`src/rtl/stk_pkg.sv`:
```
package stk_pkg;

    typedef enum logic [1:0] {
        OP_IDLE  = 2'd0,
        OP_PUSH  = 2'd1,
        OP_POP   = 2'd2,
        OP_BLOCK = 2'd3
    } stk_op_e;

    // Decide what the stack does this cycle from the strobes and flags.
    function automatic stk_op_e stk_decode(input logic push,
                                           input logic pop,
                                           input logic full,
                                           input logic empty);
        stk_op_e op;
        op = OP_IDLE;
        if (push && !pop) begin
            op = full ? OP_BLOCK : OP_PUSH;
        end else if (pop && !push) begin
            op = empty ? OP_BLOCK : OP_POP;
        end
        return op;
    endfunction

endpackage

```
`src/rtl/stk_ctrl.sv`:
```
module stk_ctrl
    import stk_pkg::*;
#(
    parameter int DEPTH = 11,
    localparam int SPW  = $clog2(DEPTH + 1),
    localparam int IW   = $clog2(DEPTH)
) (
    input  logic           clk,
    input  logic           rst_n,
    input  logic           push,
    input  logic           pop,
    output logic [SPW-1:0] sp,
    output logic           full,
    output logic           empty,
    output logic           err,
    output logic           wr_en,
    output logic [IW-1:0]  wr_idx,
    output logic           rd_en,
    output logic [IW-1:0]  rd_idx
);

    typedef struct packed {
        logic [SPW-1:0] sp;
        logic           full;
        logic           empty;
        logic           err;
    } ctrl_s;

    ctrl_s   s_d, s_q;
    stk_op_e op;

    always_comb begin
        s_d     = s_q;
        s_d.err = 1'b0;
        wr_en   = 1'b0;
        rd_en   = 1'b0;
        wr_idx  = IW'(s_q.sp - SPW'(1));
        rd_idx  = IW'(s_q.sp);
        op      = stk_decode(push, pop, s_q.full, s_q.empty);
        case (op)
            OP_PUSH: begin
                s_d.sp    = s_q.sp - SPW'(1);
                s_d.full  = (s_q.sp == SPW'(1));
                s_d.empty = 1'b0;
                wr_en     = 1'b1;
            end
            OP_POP: begin
                s_d.sp    = s_q.sp + SPW'(1);
                s_d.empty = (s_q.sp == SPW'(DEPTH - 1));
                s_d.full  = 1'b0;
                rd_en     = 1'b1;
            end
            OP_BLOCK: begin
                s_d.err = 1'b1;
            end
            default: begin
            end
        endcase
    end

    always_ff @(posedge clk or negedge rst_n) begin
        if (!rst_n) begin
            s_q.sp    <= SPW'(DEPTH);
            s_q.full  <= 1'b0;
            s_q.empty <= 1'b1;
            s_q.err   <= 1'b0;
        end else begin
            s_q <= s_d;
        end
    end

    assign sp    = s_q.sp;
    assign full  = s_q.full;
    assign empty = s_q.empty;
    assign err   = s_q.err;

endmodule

```
`src/rtl/stk_regfile.sv`:
```
module stk_regfile #(
    parameter int DEPTH = 11,
    parameter int WIDTH = 8,
    localparam int IW   = $clog2(DEPTH)
) (
    input  logic             clk,
    input  logic             rst_n,
    input  logic             wr_en,
    input  logic [IW-1:0]    wr_idx,
    input  logic [WIDTH-1:0] wr_data,
    input  logic             rd_en,
    input  logic [IW-1:0]    rd_idx,
    output logic [WIDTH-1:0] rd_data
);

    logic [WIDTH-1:0] mem_d [DEPTH];
    logic [WIDTH-1:0] mem_q [DEPTH];
    logic [WIDTH-1:0] dout_d, dout_q;
    logic [WIDTH-1:0] rd_word;

    for (genvar g = 0; g < DEPTH; g++) begin : g_entry
        always_comb begin
            mem_d[g] = mem_q[g];
            if (wr_en && (wr_idx == IW'(g))) begin
                mem_d[g] = wr_data;
            end
        end

        always_ff @(posedge clk or negedge rst_n) begin
            if (!rst_n) begin
                mem_q[g] <= '0;
            end else begin
                mem_q[g] <= mem_d[g];
            end
        end
    end

    always_comb begin
        rd_word = '0;
        for (int i = 0; i < DEPTH; i++) begin
            if (rd_idx == IW'(i)) begin
                rd_word = mem_q[i];
            end
        end
        dout_d = rd_en ? rd_word : dout_q;
    end

    always_ff @(posedge clk or negedge rst_n) begin
        if (!rst_n) begin
            dout_q <= '0;
        end else begin
            dout_q <= dout_d;
        end
    end

    assign rd_data = dout_q;

endmodule

```
`src/rtl/stk_lifo_top.sv`:
```
module stk_lifo_top #(
    parameter int DEPTH = 11,
    parameter int WIDTH = 8,
    localparam int SPW  = $clog2(DEPTH + 1),
    localparam int IW   = $clog2(DEPTH)
) (
    input  logic             clk,
    input  logic             rst_n,
    input  logic             push_i,
    input  logic             pop_i,
    input  logic [WIDTH-1:0] din_i,
    output logic [WIDTH-1:0] dout_o,
    output logic [SPW-1:0]   sp_o,
    output logic             full_o,
    output logic             empty_o,
    output logic             err_o
);

    logic          wr_en, rd_en;
    logic [IW-1:0] wr_idx, rd_idx;

    stk_ctrl #(.DEPTH(DEPTH)) ctrl_i (
        .clk    (clk),
        .rst_n  (rst_n),
        .push   (push_i),
        .pop    (pop_i),
        .sp     (sp_o),
        .full   (full_o),
        .empty  (empty_o),
        .err    (err_o),
        .wr_en  (wr_en),
        .wr_idx (wr_idx),
        .rd_en  (rd_en),
        .rd_idx (rd_idx)
    );

    stk_regfile #(.DEPTH(DEPTH), .WIDTH(WIDTH)) regs_i (
        .clk     (clk),
        .rst_n   (rst_n),
        .wr_en   (wr_en),
        .wr_idx  (wr_idx),
        .wr_data (din_i),
        .rd_en   (rd_en),
        .rd_idx  (rd_idx),
        .rd_data (dout_o)
    );

endmodule

```
`config.mk`:
```
export PLATFORM = sky130hd
export DESIGN_NAME = stk_lifo_top
export DESIGN_NICKNAME = d
export VERILOG_FILES = /design/src/rtl/stk_pkg.sv /design/src/rtl/stk_ctrl.sv /design/src/rtl/stk_regfile.sv /design/src/rtl/stk_lifo_top.sv
export SDC_FILE = /design/constraint.sdc
export NUM_CORES = 1
export LEC_CHECK = 0
export BUFFER_PORTS_ARGS = -buffer_cell sky130_fd_sc_hd__buf_2
export CAP_MARGIN = 30
export CORE_ASPECT_RATIO = 1.1
export CORE_MARGIN = 5
export CORE_UTILIZATION = 55
export CTS_BUF_LIST = sky130_fd_sc_hd__clkbuf_2
export CTS_CLUSTER_SIZE = 25
export DETAILED_ROUTE_END_ITERATION = 7
export PLACE_DENSITY = 0.73
export SKIP_CTS_REPAIR_TIMING = 1
export SYNTH_ARGS = -nofsm -noshare
export SYNTH_HDL_FRONTEND = slang
export SYNTH_SLANG_ARGS = --single-unit
```
`constraint.sdc`:
```
create_clock -name clk -period 5.02 [get_ports clk]
set_clock_uncertainty 0.15 [all_clocks]
set_input_delay 1.004 -clock clk [delete_from_list [all_inputs] [get_ports clk]]
set_output_delay 1.004 -clock clk [all_outputs]
set_load 0.02 [all_outputs]
```
**Yosys cells after proc, flatten, opt, wreduce, memory -nomap -nowiden**

Index checks and enable logic that the tools add are counted.

- Flip-flop bits (word level): 103
- Latch bits: 0
- RAM bits: 0
- Bits in read-only memories: 0
- Logic and storage cells: 78
- Memories kept: 0

- Add/sub/neg operators: 2
- Multipliers: 0
- Divide/modulo/power cells: 0
- $lt $le $gt $ge: 0
- Equal/unequal tests: 23
- Shifts and indexed selects: 0
- Mux-type cells: 19
- Bitwise logic cells: 0
- Reductions and logical operators: 18

Operators with widths:

| operator | number |
|---|---|
| $mux W8 | 11 |
| $eq A4 B3 Y1 const B | 8 |
| $eq A4 B4 Y1 const B | 6 |
| $eq A4 B2 Y1 const B | 4 |
| $logic_and A1 B1 Y1 | 13 |
| $pmux W6 S2 | 1 |
| $eq A4 B1 Y1 const B | 2 |
| $logic_not A4 Y1 | 2 |
| $mux W2 | 3 |
| $add A4 B1 Y4 const B | 1 |
| $eq A2 B2 Y1 const B | 2 |
| $mux W1 | 4 |
| $sub A4 B1 Y4 const B | 1 |
| $eq A2 B1 Y1 const B | 1 |
| $logic_not A1 Y1 | 2 |
| $reduce_bool A2 Y1 | 1 |

**Depth between registers and ports, before layout**

- Word-level depth: 12
- Mapped depth: 9
- Gate-level depth less buffers: 7

**Hierarchy**

A second synthesis with hierarchy kept.

- Cell total of the unflattened synthesis: 437
- Area, all modules: 5,367.6 um^2

By module, submodules not included:

| module | instances | cells an instance | area each (um^2) | sequential area each (um^2) |
|---|---|---|---|---|
| stk_regfile | 1 | 385 | 4,844.6 | 2,402.3 |
| stk_ctrl | 1 | 52 | 523.0 | 180.2 |

**Worst setup path before layout**

No wires, ideal clock.

- Kind: input to register
- Start: input push_i
- End: register regs_i.mem_q[56] (netlist name)
- Library setup time: 0.125 ns
- Arrival time: 2.744 ns
- Required time: 4.745 ns
- Slack: 2.001 ns
- Cell stages on the path: 9
- Cell sequence: nor2b_1 > a21o_1 > inv_1 > ha_1 > clkbuf_1 > nand2_1 > and2b_1 > buf_6 > mux2_4

- Longest elaborated chain between the ends: 7
- Elaborated cells between the ends (all ways): 8
- Classes of those cells: eq/ne (1); mux (3); reduce/logical (4)

RTL lines:

| element | RTL line | source |
|---|---|---|
| from (decl) | stk_lifo_top.sv:9 | `input logic push_i,` |
| $logic_not A1 Y1 | stk_pkg.sv:19 | `end else if (pop && !push) begin` |
| $logic_and A1 B1 Y1 | stk_pkg.sv:19 |  |
| $mux W2 | stk_pkg.sv:19 |  |
| $mux W2 (*) | stk_pkg.sv:17 | `if (push && !pop) begin` |
| $eq A2 B1 Y1 (*) | stk_ctrl.sv:40 | `case (op)` |
| $mux W1 (*) | stk_ctrl.sv:40 |  |
| $logic_and A1 B1 Y1 (*) | stk_regfile.sv:24 | `if (wr_en && (wr_idx == IW'(g))) begin` |
| to (signal, indexed assignment) | stk_regfile.sv:33 | `mem_q[g] <= mem_d[g];` |
| to (decl) | stk_regfile.sv:17 | `logic [WIDTH-1:0] mem_q [DEPTH];` |

Mark *: on every way between the ends. The rest lies on a longest branch, timed or not.
A chain may end at the register's enable or synchronous reset.

**Worst setup path after layout**

- Start: register ctrl_i.rd_idx[0] (netlist name)
- End: register regs_i.dout_q[7] (netlist: regs_i.rd_data[7])

- Longest elaborated chain between the ends: 12
- Elaborated cells between the ends (all ways): 22
- Classes of those cells: eq/ne (10); mux (11); reduce/logical (1)

RTL lines:

| element | RTL line | source |
|---|---|---|
| $logic_not A4 Y1 | stk_regfile.sv:41 | `if (rd_idx == IW'(i)) begin` |
| $mux W8 (10 in series) | stk_regfile.sv:41 |  |
| $mux W8 (*) | stk_regfile.sv:41 |  |
| to (signal assigned) | stk_regfile.sv:52 | `dout_q <= dout_d;` |
| to (decl) | stk_regfile.sv:18 | `logic [WIDTH-1:0] dout_d, dout_q;` |

Marks and branches as above.

==> impl_metrics.ini <==
[worst_setup_path]
critical_path_buf_inv_count = 1
arrival_ns = 3.73
r2r-start = ctrl_i.rd_idx[0]
crit_type = register to register
slowest_stage = nor2b_1
cpPeakStageDelay_ns = 0.87
startpoint_type = register
crit_fanout = 13
crit_path_start = ctrl_i.rd_idx[0]
end_kind = register
crit_family = simple AND/OR/NAND/NOR gates
crit_path_cell_trace = inv_1 -> ha_1 -> nor2b_1 -> a221oi_1 -> nor3_1 -> o22ai_1 -> a31oi_1
cp_data_required_time_ns = 5.39

[placement]
io_buffers = 26
place_congestion = 0.8288
hpwl_um = 8668
dpl_cell_area_um2 = 5555

[logic_synthesis]
yosysUniqueCellTypes = 52
synth_area_um2 = 5396
avgSynthCellArea_um2 = 11.89
ys_dominant_reg_cell = dfrtp_1
syn_inst = 454
synth_nets = 477
yosysWarnings = 0
synthArstFlopShare_pct = 100.0
synth_edf_count = 0
synth-seq-cells = 103
ys_seq_area_share_pct = 47.86

[finish]
drive_above_1_share_pct = 32.62
layout_common_cells = dfrtp_1, mux2_2, mux2_4
area_growth_pct = 5.518
final_core_util_pct = 58.42
final_common_cell = dfrtp_1
nFillCells = 813
n_antenna_cell = 0
fin_nets = 484
multi_input_area_um2 = 2623
regArea_um2 = 2582
stdcell_area_um2 = 5694

[die]
fp.dieH_um = 113.9
start_util_pct = 55.37
io_pins = 27
core_area_um2 = 9747
num_rows = 38
die_w_um = 104.4
dieArea_um2 = 11900

[power]
powerDensity_nw_per_um2 = 594.4
p_leak_uw = 0.002600
ir_drop_mv = 0.2972
finalPower_uw = 3385

[detailed_routing]
drc = 0
antenna_left = 0
drt_wl_total_um = 13140
wl_per_cell_um = 22.43
via_per_inst = 6.275
via_count = 3677
drt_iter0_drc = 224
drtPass1Iterations = 4

[cts]
tritoncts = yes
htree_levels = 3
clk_latency_ns = 0.62
cts_buffer_depth = 2
numCtsBuffers = 9
clk_pin_slew_ns = 0.31
cts_sinks = 103
clockRootBuffer = clkbuf_2

[sta]
slew_headroom_pct = 31.51
rsz0062_at_grt = false
max_freq_mhz = 297.8
tightest_slew_ns = 1.027
hold_viol_final = 0
maxSlewViolCount = 0
min_period_ns = 3.358
fin_hold_ws_ns = 0.3615
period_share_pct = 66.89
setup_viol = 0
fin_setup_tns_ns = 0

[global_route]
antenna_found_initial = 0
grt_pass1_wl_um = 21050
track_usage_pct = 22.97
grt_pass1_vias = 3832
grt_max_degree = 75
overflow = 0

[hold_path]
hp-class = register to register
min-delay-start = ctrl_i.empty

[run]
max_cap_violations = 0

[status]
status = complete, no violations
registers in the layout, summed over array words and instances (netlist names):
name / count
ctrl_i.empty: 1
ctrl_i.err: 1
ctrl_i.full: 1
ctrl_i.rd_idx: 4
regs_i.mem_q: 88
regs_i.rd_data: 8
synthesized netlist by cell type, drive strengths merged (2+ instances only):
library cell | count | area, um^2
a21oi | 26 | 141.4
or2 | 2 | 15.02
o2111ai | 6 | 52.55
buf | 6 | 37.53
xor2 | 2 | 17.52
nor2b | 6 | 37.54
o21ai | 41 | 216.5
ha | 11 | 137.6
inv | 12 | 45.04
o31ai | 3 | 22.52
mux2 | 88 | 1141
nand2b | 3 | 18.77
o22ai | 9 | 56.30
a31oi | 2 | 12.51
xnor2 | 2 | 17.52
nand2 | 18 | 67.56
dfstp | 4 | 105.1
dfrtp | 99 | 2477
nand3 | 5 | 62.56
nor2 | 27 | 188.9
a221oi | 10 | 87.58
mux2i | 2 | 23.77
a22oi | 13 | 111.4
clkbuf | 29 | 108.9
nor3 | 16 | 85.08
report_power, final:
part	switching (uW)	internal, uW	total, uW	leakage (uW)
clock network	293	77.4	370	0.0000692
logic	895	679	1570	0.00120
registers	266	1170	1440	0.00133
total	1450	1930	3380	0.00260
cell type report:
cell class	instances	area share [%]
Tap cell	120	2.637
Sequential cell	103	45.35
Timing Repair Buffer	31	3.384
Clock buffer	10	0.8789
Clock inverter	6	0.9009
Multi-Input combinational cell	304	46.06
Inverter	12	0.7910
per-stage QoR:
stage | setup slack [ns] | std cells
2_1_floorplan | 2.001 | 454
3_3_place_gp | 1.755 | 568
3_5_place_dp | 1.689 | 568
4_1_cts | 1.752 | 584
5_1_grt | 1.621 | 586
6_report | 1.662 | 586
worst paths after layout:
kind	cells after the start	to	slack (ns)
hold / removal	2	ctrl_i.empty	0.36
setup reg to reg	7	regs_i.rd_data[7]	1.66
setup / recovery	7	regs_i.rd_data[7]	1.66
max in group asynchronous	4	regs_i.mem_q[32]	3.19
min in group asynchronous	2	regs_i.mem_q[38]	0.50
hold reg to reg	2	ctrl_i.empty	0.36
cells by family (layout without fill, tap and decap cells):
group                      after synthesis  count (layout)  synth area share (%)
xor gates and xnor gates                 4               4                0.6493
buffers and inverters                   47              59                 3.547
adders and majority gates               11              11                 2.550
muxes                                   90              90                 21.59
AOI/OAI and AO/OA                      115             115                 14.07
DFF                                    103             103                 47.86
and+or+nand+nor                         84              84                 9.738
worst reg2reg max path, cell delays in order (launching register included):
cell	delay, ns
dfstp_2	0.51
inv_1	0.15
ha_1	0.56
nor2b_1	0.87
a221oi_1	0.21
nor3_1	0.44
o22ai_1	0.14
a31oi_1	0.24
layer usage:
layer  vias up  GRT usage [%]  wire (um)
met1      1905          30.10       5698
met3        25          3.792        464
met4         0          9.154        379
li1       1650              -          -
met5         -              0          0
met2        97          38.23       6600
(Power assumes the default switching activity.)
